<file path="config.mk">
export PLATFORM = sky130hd
export DESIGN_NAME = csm_master
export DESIGN_NICKNAME = d
export VERILOG_FILES = /design/src/rtl/csm_pkg.sv /design/src/rtl/csm_seq.sv /design/src/rtl/csm_txbuf.sv /design/src/rtl/csm_rxbuf.sv /design/src/rtl/csm_master.sv
export SDC_FILE = /design/constraint.sdc
export NUM_CORES = 1
export LEC_CHECK = 0
export ABC_AREA = 1
export BUFFER_PORTS_ARGS = -buffer_cell sky130_fd_sc_hd__buf_2
export CAP_MARGIN = 20
export CORE_UTILIZATION = 58
export CTS_BUF_LIST = sky130_fd_sc_hd__clkbuf_4 sky130_fd_sc_hd__clkbuf_8
export CTS_CLUSTER_SIZE = 40
export DETAILED_ROUTE_END_ITERATION = 8
export GPL_TIMING_DRIVEN = 1
export PLACE_DENSITY_LB_ADDON = 0.1
export SETUP_SLACK_MARGIN = 0.4
export SLEW_MARGIN = 20
export SYNTH_ARGS = -nofsm -noshare
export SYNTH_HDL_FRONTEND = slang
export SYNTH_HIERARCHICAL = 1
export SYNTH_SLANG_ARGS = --single-unit
</file>
<file path="constraint.sdc">
create_clock -name clk -period 2.65 [get_ports clk]
set_clock_uncertainty 0.15 [all_clocks]
set_input_delay 0.53 -clock clk [delete_from_list [all_inputs] [get_ports clk]]
set_output_delay 0.53 -clock clk [all_outputs]
set_load 0.03 [all_outputs]
</file>
<file path="src/rtl/csm_pkg.sv">
package csm_pkg;
    localparam int WORD_W = 9;
    localparam int IDX_W  = 4;
    localparam int LEN_W  = 3;

    typedef enum logic [1:0] {
        ST_IDLE  = 2'd0,
        ST_SHIFT = 2'd1,
        ST_GAP   = 2'd2
    } seq_state_e;

    // events raised by the sequencer for the data paths, valid for one clock
    typedef struct packed {
        logic             load;   // holding word enters the shifter (also a fall)
        logic             fall;   // serial clock falls, next bit goes out
        logic             rise;   // serial clock rises, input bit is taken
        logic             last;   // rise that completes the word
        logic [IDX_W-1:0] didx;   // bit index driven on this fall
    } shift_ev_t;

    function automatic logic [IDX_W-1:0] word_bits(input logic [LEN_W-1:0] code);
        case (code)
            3'b001:  word_bits = IDX_W'(5);
            3'b010:  word_bits = IDX_W'(6);
            3'b011:  word_bits = IDX_W'(7);
            3'b100:  word_bits = IDX_W'(9);
            default: word_bits = IDX_W'(8);
        endcase
    endfunction
endpackage

</file>
<file path="src/rtl/csm_seq.sv">
module csm_seq
    import csm_pkg::*;
#(
    parameter int WAIT_W = 2
) (
    input  logic                 clk,
    input  logic                 rst,
    input  logic                 tick,
    input  logic                 soft_rst,
    input  logic                 word_avail,
    input  logic [LEN_W-1:0]     len_code,
    input  logic [WAIT_W-1:0]    wait_code,
    output shift_ev_t            ev,
    output logic                 sclk,
    output logic                 busy
);
    localparam int GAP_W = WAIT_W + 1;

    seq_state_e       st;
    logic [IDX_W-1:0] idx;
    logic [GAP_W-1:0] gcnt;

    always_comb begin
        ev = '0;
        if (tick && !soft_rst) begin
            case (st)
                ST_IDLE: begin
                    if (word_avail) begin
                        ev.load = 1'b1;
                        ev.fall = 1'b1;
                        ev.didx = word_bits(len_code) - IDX_W'(1);
                    end
                end
                ST_SHIFT: begin
                    if (sclk) begin
                        ev.fall = 1'b1;
                        ev.didx = idx - IDX_W'(1);
                    end else begin
                        ev.rise = 1'b1;
                        ev.last = (idx == '0);
                    end
                end
                default: ;
            endcase
        end
    end

    always_ff @(posedge clk) begin
        if (rst || soft_rst) begin
            st   <= ST_IDLE;
            sclk <= 1'b1;
            idx  <= '0;
            gcnt <= '0;
        end else if (tick) begin
            case (st)
                ST_IDLE: begin
                    if (ev.load) begin
                        st   <= ST_SHIFT;
                        sclk <= 1'b0;
                        idx  <= ev.didx;
                    end
                end
                ST_SHIFT: begin
                    if (sclk) begin
                        sclk <= 1'b0;
                        idx  <= ev.didx;
                    end else begin
                        sclk <= 1'b1;
                        if (ev.last) begin
                            if (wait_code == '0) begin
                                st <= ST_IDLE;
                            end else begin
                                st   <= ST_GAP;
                                gcnt <= {wait_code, 1'b0};
                            end
                        end
                    end
                end
                ST_GAP: begin
                    gcnt <= gcnt - GAP_W'(1);
                    if (gcnt == GAP_W'(1)) st <= ST_IDLE;
                end
                default: st <= ST_IDLE;
            endcase
        end
    end

    assign busy = (st != ST_IDLE);


    sclk_idle_high_chk: assert property (@(posedge clk) disable iff (rst)
        (st == ST_IDLE) |-> sclk);


    sclk_tick_only_chk: assert property (@(posedge clk) disable iff (rst)
        !$stable(sclk) |-> ($past(tick) || $past(soft_rst)));


    gap_no_clock_chk: assert property (@(posedge clk) disable iff (rst)
        (st == ST_GAP) |-> sclk);
endmodule

</file>
<file path="src/rtl/csm_txbuf.sv">
module csm_txbuf
    import csm_pkg::*;
#(
    parameter int WORD_W = csm_pkg::WORD_W
) (
    input  logic              clk,
    input  logic              rst,
    input  logic              soft_rst,
    input  logic              tx_wr,
    input  logic [WORD_W-1:0] tx_wdata,
    input  logic              force_high,
    input  shift_ev_t         ev,
    output logic              valid,
    output logic              sdo
);
    logic [WORD_W-1:0] thr;
    logic [WORD_W-1:0] shw;

    always_ff @(posedge clk) begin
        if (rst) begin
            thr   <= '1;
            shw   <= '1;
            valid <= 1'b0;
            sdo   <= 1'b1;
        end else begin
            if (soft_rst) begin
                valid <= 1'b0;
            end else if (ev.load) begin
                valid <= 1'b0;
                shw   <= thr;
            end else if (tx_wr && !valid) begin
                thr   <= tx_wdata;
                valid <= 1'b1;
            end

            if (force_high) begin
                sdo <= 1'b1;
            end else if (ev.fall) begin
                sdo <= ev.load ? thr[ev.didx] : shw[ev.didx];
            end
        end
    end


    full_write_ignored_chk: assert property (@(posedge clk) disable iff (rst)
        (tx_wr && valid) |=> (thr == $past(thr)));


    load_empties_chk: assert property (@(posedge clk) disable iff (rst)
        ev.load |=> !valid);


    force_high_chk: assert property (@(posedge clk) disable iff (rst)
        force_high |=> sdo);
endmodule

</file>
<file path="src/rtl/csm_rxbuf.sv">
module csm_rxbuf
    import csm_pkg::*;
#(
    parameter int WORD_W = csm_pkg::WORD_W
) (
    input  logic              clk,
    input  logic              rst,
    input  logic              soft_rst,
    input  logic              sdi,
    input  logic              rx_rd,
    input  shift_ev_t         ev,
    output logic [WORD_W-1:0] rx_data,
    output logic              rx_full,
    output logic              rx_ovr
);
    logic [WORD_W-1:0] rsh;
    logic [WORD_W-1:0] word;

    assign word = {rsh[WORD_W-2:0], sdi};

    always_ff @(posedge clk) begin
        if (rst) begin
            rsh     <= '0;
            rx_data <= '0;
            rx_full <= 1'b0;
            rx_ovr  <= 1'b0;
        end else begin
            if (ev.load)      rsh <= '0;
            else if (ev.rise) rsh <= word;

            if (ev.last && !rx_full) begin
                rx_data <= word;
                rx_full <= 1'b1;
            end else if (rx_rd) begin
                rx_full <= 1'b0;
            end

            if (soft_rst)                rx_ovr <= 1'b0;
            else if (ev.last && rx_full) rx_ovr <= 1'b1;
        end
    end


    overrun_keeps_chk: assert property (@(posedge clk) disable iff (rst)
        (ev.last && rx_full) |=> (rx_ovr && $stable(rx_data)));


    full_until_read_chk: assert property (@(posedge clk) disable iff (rst)
        (rx_full && !rx_rd) |=> rx_full);
endmodule

</file>
<file path="src/rtl/csm_master.sv">
module csm_master
    import csm_pkg::*;
#(
    parameter int WORD_W = csm_pkg::WORD_W,
    parameter int WAIT_W = 2
) (
    input  logic              clk,
    input  logic              rst,
    input  logic              tick,
    input  logic [2:0]        len_code,
    input  logic [WAIT_W-1:0] wait_code,
    input  logic              rx_ie,
    input  logic              tx_ie,
    input  logic              idle_ie,
    input  logic              tx_wr,
    input  logic [WORD_W-1:0] tx_wdata,
    input  logic              rx_rd,
    input  logic              soft_rst,
    input  logic              force_high,
    input  logic              sdi,
    output logic              sclk,
    output logic              sdo,
    output logic [WORD_W-1:0] rx_data,
    output logic              rx_full,
    output logic              rx_ovr,
    output logic              tx_empty,
    output logic              tx_idle,
    output logic              rx_irq,
    output logic              tx_irq
);
    shift_ev_t ev;
    logic      hold_valid;
    logic      busy;

    csm_seq #(.WAIT_W(WAIT_W)) u_seq (
        .clk        (clk),
        .rst        (rst),
        .tick       (tick),
        .soft_rst   (soft_rst),
        .word_avail (hold_valid),
        .len_code   (len_code),
        .wait_code  (wait_code),
        .ev         (ev),
        .sclk       (sclk),
        .busy       (busy)
    );

    csm_txbuf #(.WORD_W(WORD_W)) u_tx (
        .clk        (clk),
        .rst        (rst),
        .soft_rst   (soft_rst),
        .tx_wr      (tx_wr),
        .tx_wdata   (tx_wdata),
        .force_high (force_high),
        .ev         (ev),
        .valid      (hold_valid),
        .sdo        (sdo)
    );

    csm_rxbuf #(.WORD_W(WORD_W)) u_rx (
        .clk      (clk),
        .rst      (rst),
        .soft_rst (soft_rst),
        .sdi      (sdi),
        .rx_rd    (rx_rd),
        .ev       (ev),
        .rx_data  (rx_data),
        .rx_full  (rx_full),
        .rx_ovr   (rx_ovr)
    );

    assign tx_empty = !hold_valid;
    assign tx_idle  = !hold_valid && !busy;
    assign rx_irq   = rx_full && rx_ie;
    assign tx_irq   = (tx_empty && tx_ie) || (tx_idle && idle_ie);


    idle_needs_quiet_chk: assert property (@(posedge clk) disable iff (rst)
        (tx_idle && !tick) |=> $stable(sclk));


    soft_reset_chk: assert property (@(posedge clk) disable iff (rst)
        soft_rst |=> (sclk && tx_empty && !rx_ovr));
endmodule

</file>
==> PnR_summary.wiki <==
{| class="wikitable"
! Metric !! Value
|-
| Result of the run || finished, final reports clean
|-
| Gate Count Post-Synth || 361
|-
| Global route total overflow || 0
|-
| Worst reg2reg startpoint || u_seq/st[0]$_SDFFE_PP0P_
|-
| Share of synthesized registers carrying an async set or reset || 0%
|-
| Via count of the first global-routing pass || 2076
|-
| Top FF cell, synth || sky130_fd_sc_hd__dfxtp_1
|-
| Ratio of final minimum period to clock period || 75.2%
|-
| Initial core utilization || 60.0%
|-
| Post-layout power || 0.00142 W
|-
| Worst slew margin relative to its limit || 58.8%
|-
| TritonCTS Sinks || 49
|-
| CTS buffer count || 5
|-
| Top fanout value on the critical path || 5
|-
| Cell area power density || 474 nW/um2
|-
| Family with the most delay on the worst path || simple AND/OR/NAND/NOR gates
|-
| Sequential share of power || 53.3%
|-
| Mean routed wirelength per cell || 11.0 um
|-
| Worst r2r dst || u_tx/sdo$_SDFFE_PP1P_
|-
| Width of the die || 69.1 um
|-
| Share of total power consumed by net switching || 23.2%
|-
| Critical Path Slowest Stage Cell || sky130_fd_sc_hd__dfxtp_2
|-
| Synth Area in XOR/XNOR || 0.670%
|-
| FF+latch count, synth || 49
|-
| Worst hold path type || in -> reg
|-
| Synth area leader || sky130_fd_sc_hd__dfxtp_1
|-
| Min-Delay Startpoint || tx_wdata[4]
|-
| F_max || 502 MHz
|-
| Adder and majority cell fraction of the synthesized area || 1.44%
|-
| Required time reported for the critical path endpoint || 2.68 ns
|-
| WHS Path Cells || 3
|-
| R2r worst-path depth || 16
|-
| Most used standard cells in the synthesized netlist || 101 x sky130_fd_sc_hd__nand2_1, 54 x sky130_fd_sc_hd__inv_1, 49 x sky130_fd_sc_hd__dfxtp_1
|-
| Detailed-route wire length || 5120 um
|-
| Detailed-route DRC error count || 0
|-
| Final Util || 68.7%
|-
| Via/cell ratio || 5.03
|-
| Fraction of synthesized cell area taken by the top area cell type || 37.5%
|-
| Maxcap violations || 0
|-
| Number of placement rows || 24
|-
| Final GP Congestion || 0.826
|-
| Least-Margin Pin Slew || 0.615 ns
|-
| Combinational share of power || 9.1%
|-
| Number of nets in the layout || 438
|-
| Via count || 2327
|-
| Final hold viol count || 0
|-
| Static Leakage || 1.42 nW
|-
| Vertical die dimension || 69.1 um
|-
| Cell types with the largest area share after synthesis || sky130_fd_sc_hd__dfxtp_1 38%, sky130_fd_sc_hd__nand2_1 15%, sky130_fd_sc_hd__inv_1 7.8%
|-
| Die area || 4780 um2
|-
| Number of flops mapped to enable cells by yosys || 0
|-
| Power share of the clock group || 37.6%
|-
| Seq/Total Area, Yosys || 37.5%
|-
| Crit path DAT || 2.02 ns
|-
| Layout cell share with drive strength beyond 1 || 27.0%
|-
| Global-route total usage across every layer || 22.7%
|-
| Ys Warns || 6
|-
| Worst Setup End Kind || register
|-
| Final worst hold slack || 0.280 ns
|-
| Simple-gate share of the synthesized area || 32.3%
|-
| Cell at the root of the clock tree || sky130_fd_sc_hd__clkbuf_8
|-
| Iteration-0 DRC count of the detailed router || 122
|-
| Crit path buffers/inverters || 4
|-
| Clk buf depth || 2
|-
| Post-DP HPWL || 3740 um
|-
| Most common cell in the synthesized netlist || sky130_fd_sc_hd__nand2_1
|-
| Type of the worst setup path || reg -> reg
|-
| Remaining antenna violation count || 0
|-
| Combinational family with the most area after synthesis || simple AND/OR/NAND/NOR gates
|-
| Summed instance area of the synthesized netlist || 2610 um2
|-
| Growth of design area from synthesis to finish || 14.5%
|-
| Setup slack on the worst flop-to-flop path || 0.66 ns
|-
| Post-Synthesis Mean Instance Area || 7.24 um2
|-
| Area inside the core boundary || 4350 um2
|-
| Number of antenna violations at the first check in global routing || 0
|-
| Sw power || 0.000330 W
|-
| Count of final max-slew check failures || 0
|-
| Critical path launch point type || register
|-
| RSZ-0062 raised after global routing || no
|-
| Ordered list of cells on the worst path || inv_2 -> nor2_4 -> inv_4 -> nor2_8 -> nand2_1 -> nand2_1 -> nand2_1 -> inv_4 -> buf_4 -> nand2_1 -> o211ai_1 -> nand3_1 -> nand2_1 -> nand2_1 -> nand3_1 -> nand2_1
|-
| Max H-tree Level || 2
|-
| Largest vdd supply drop || 0.361 mV
|-
| Number of optimization iterations in the first detailed-route pass || 4
|-
| Multiplexer share of the synthesized area || 0%
|-
| Endpoint with the worst hold slack || u_tx/thr[4]$_SDFFE_PP1P_
|-
| Largest stage delay on the critical path || 0.38 ns
|-
| Number of buffer cells added on primary ports || 41
|-
| Clock latency on the worst-skew pair || 0.29 ns
|-
| Diodes inserted || 0
|-
| Clock slew at reported path FFs || 0.09 ns
|-
| Synth unique cells || 35
|-
| Number of buffers inserted by hold repair at cts || 0
|-
| Final critical path time including I/O delays and setup || 1.99 ns
|-
| Setup TNS || 0 ns
|-
| First-pass GRT wire length || 8880 um
|-
| CP most frequent cell || sky130_fd_sc_hd__nand2_1
|-
| Pin count of the biggest net entering global routing || 20
|-
| Fraction of the mapped netlist area in compound gates || 15.8%
|-
| Cell internal pwr || 0.00109 W
|-
| I/O pin count || 42
|-
| Setup-failing EPs final || 0
|-
| Number of nets produced by synthesis || 389
|-
| Clock tree from TritonCTS || yes
|}
-- layer usage --
layer | share of wire, % | track usage, %
met1 | 45 | 27.6
met2 | 50 | 40.8
met3 | 3.5 | 4.53
met4 | 0.98 | 5.67
met5 | 0 | 0
-- power groups by stage --
| stage | Combinational (W) | Clock, W | Sequential, W |
|---|---|---|---|
| 2_1_floorplan | 0.0000931 | 0 | 0.000772 |
| 3_3_place_gp | 0.000125 | 0 | 0.000773 |
| 3_5_place_dp | 0.000127 | 0 | 0.000773 |
| 4_1_cts | 0.000128 | 0.000547 | 0.000756 |
| 5_1_grt | 0.000145 | 0.000576 | 0.000758 |
| 6_report | 0.000129 | 0.000533 | 0.000756 |
-- worst min-delay path: stages --
cell and delay (ns):
sky130_fd_sc_hd__buf_2 0.07, sky130_fd_sc_hd__nand2_1 0.05, sky130_fd_sc_hd__o211ai_2 0.05
-- state kept, by name, indices dropped and copies added (netlist names) --
| name | count |
|---|---|
| u_seq/st | 2 |
| u_rx/rx_ovr | 1 |
| u_tx/thr | 9 |
| u_rx/rx_full | 1 |
| u_tx/sdo | 1 |
| u_seq/idx | 4 |
| u_rx/rsh | 8 |
| u_tx/valid | 1 |
| u_seq/sclk | 1 |
| u_rx/rx_data | 9 |
| u_seq/gcnt | 3 |
| u_tx/shw | 9 |
-- repair_timing --
item	4_1_cts	5_1_grt
gates cloned	0	0
buffers inserted	0	5
hold endpoints to repair	0	0
pin swaps	0	1
setup endpoints to repair	1	1
resized for setup	1	3
-- layout by cell type, fill, tap and decap left out, types with 2 or more instances in the layout --
cell type,netlist,final
sky130_fd_sc_hd__a21oi_1,6,6
sky130_fd_sc_hd__a21oi_2,14,14
sky130_fd_sc_hd__buf_2,2,41
sky130_fd_sc_hd__buf_4,0,7
sky130_fd_sc_hd__clkbuf_8,0,5
sky130_fd_sc_hd__clkinv_1,2,2
sky130_fd_sc_hd__dfxtp_1,49,47
sky130_fd_sc_hd__dfxtp_2,0,2
sky130_fd_sc_hd__ha_1,3,3
sky130_fd_sc_hd__inv_1,54,53
sky130_fd_sc_hd__inv_2,6,6
sky130_fd_sc_hd__inv_4,3,4
sky130_fd_sc_hd__nand2_1,101,101
sky130_fd_sc_hd__nand2_2,6,6
sky130_fd_sc_hd__nand3_1,28,28
sky130_fd_sc_hd__nand3_2,2,2
sky130_fd_sc_hd__nor2_1,33,33
sky130_fd_sc_hd__nor2_2,2,2
sky130_fd_sc_hd__nor2_4,4,4
sky130_fd_sc_hd__nor2_8,2,2
sky130_fd_sc_hd__nor3_2,2,2
sky130_fd_sc_hd__o211ai_1,9,9
sky130_fd_sc_hd__o211ai_2,8,8
sky130_fd_sc_hd__o21ai_0,8,8
sky130_fd_sc_hd__o21ai_1,2,2
-- per-stage QoR --
| step | worst slack, ns | std cells | area [um2] |
|---|---|---|---|
| 2_1_floorplan | 0.720 | 361 | 2610 |
| 3_3_place_gp | 0.390 | 450 | 2840 |
| 3_5_place_dp | 0.314 | 450 | 2840 |
| 4_1_cts | 0.501 | 458 | 2950 |
| 5_1_grt | 0.442 | 463 | 2990 |
| 6_report | 0.657 | 463 | 2990 |
-- cell type report --
cell class                      count  area [um2]
Multi-Input combinational cell    240        1310
Tap cell                           52        65.1
Timing Repair Buffer               48         258
Fill cell                         392        1360
Clock inverter                      2        38.8
Inverter                           66         259
Sequential cell                    49         983
Clock buffer                        6        76.3
-- logic make-up after synthesis --
kind of cell,count (synthesis)
AND/OR/NAND/NOR,184
AO/OA/AOI/OAI,51
XOR/XNOR,2
flip-flops,49
buffers and inverters,72
adder cells (fa/ha/maj),3
-- worst max path at each step --
stage                            endpoint  cells past startpoint  slack [ns]                      from
CTS                 u_tx/sdo$_SDFFE_PP1P_                     17        0.50  u_seq/st[0]$_SDFFE_PP0P_
global route        u_tx/sdo$_SDFFE_PP1P_                     16        0.44  u_seq/st[1]$_SDFFE_PP0P_
floorplan           u_tx/sdo$_SDFFE_PP1P_                     14        0.72   u_seq/sclk$_SDFFE_PP1P_
detailed placement  u_tx/sdo$_SDFFE_PP1P_                     18        0.31               len_code[0]
finish              u_tx/sdo$_SDFFE_PP1P_                     16        0.66  u_seq/st[0]$_SDFFE_PP0P_
global placement    u_tx/sdo$_SDFFE_PP1P_                     18        0.39               len_code[0]
(Power assumes the default switching activity.)
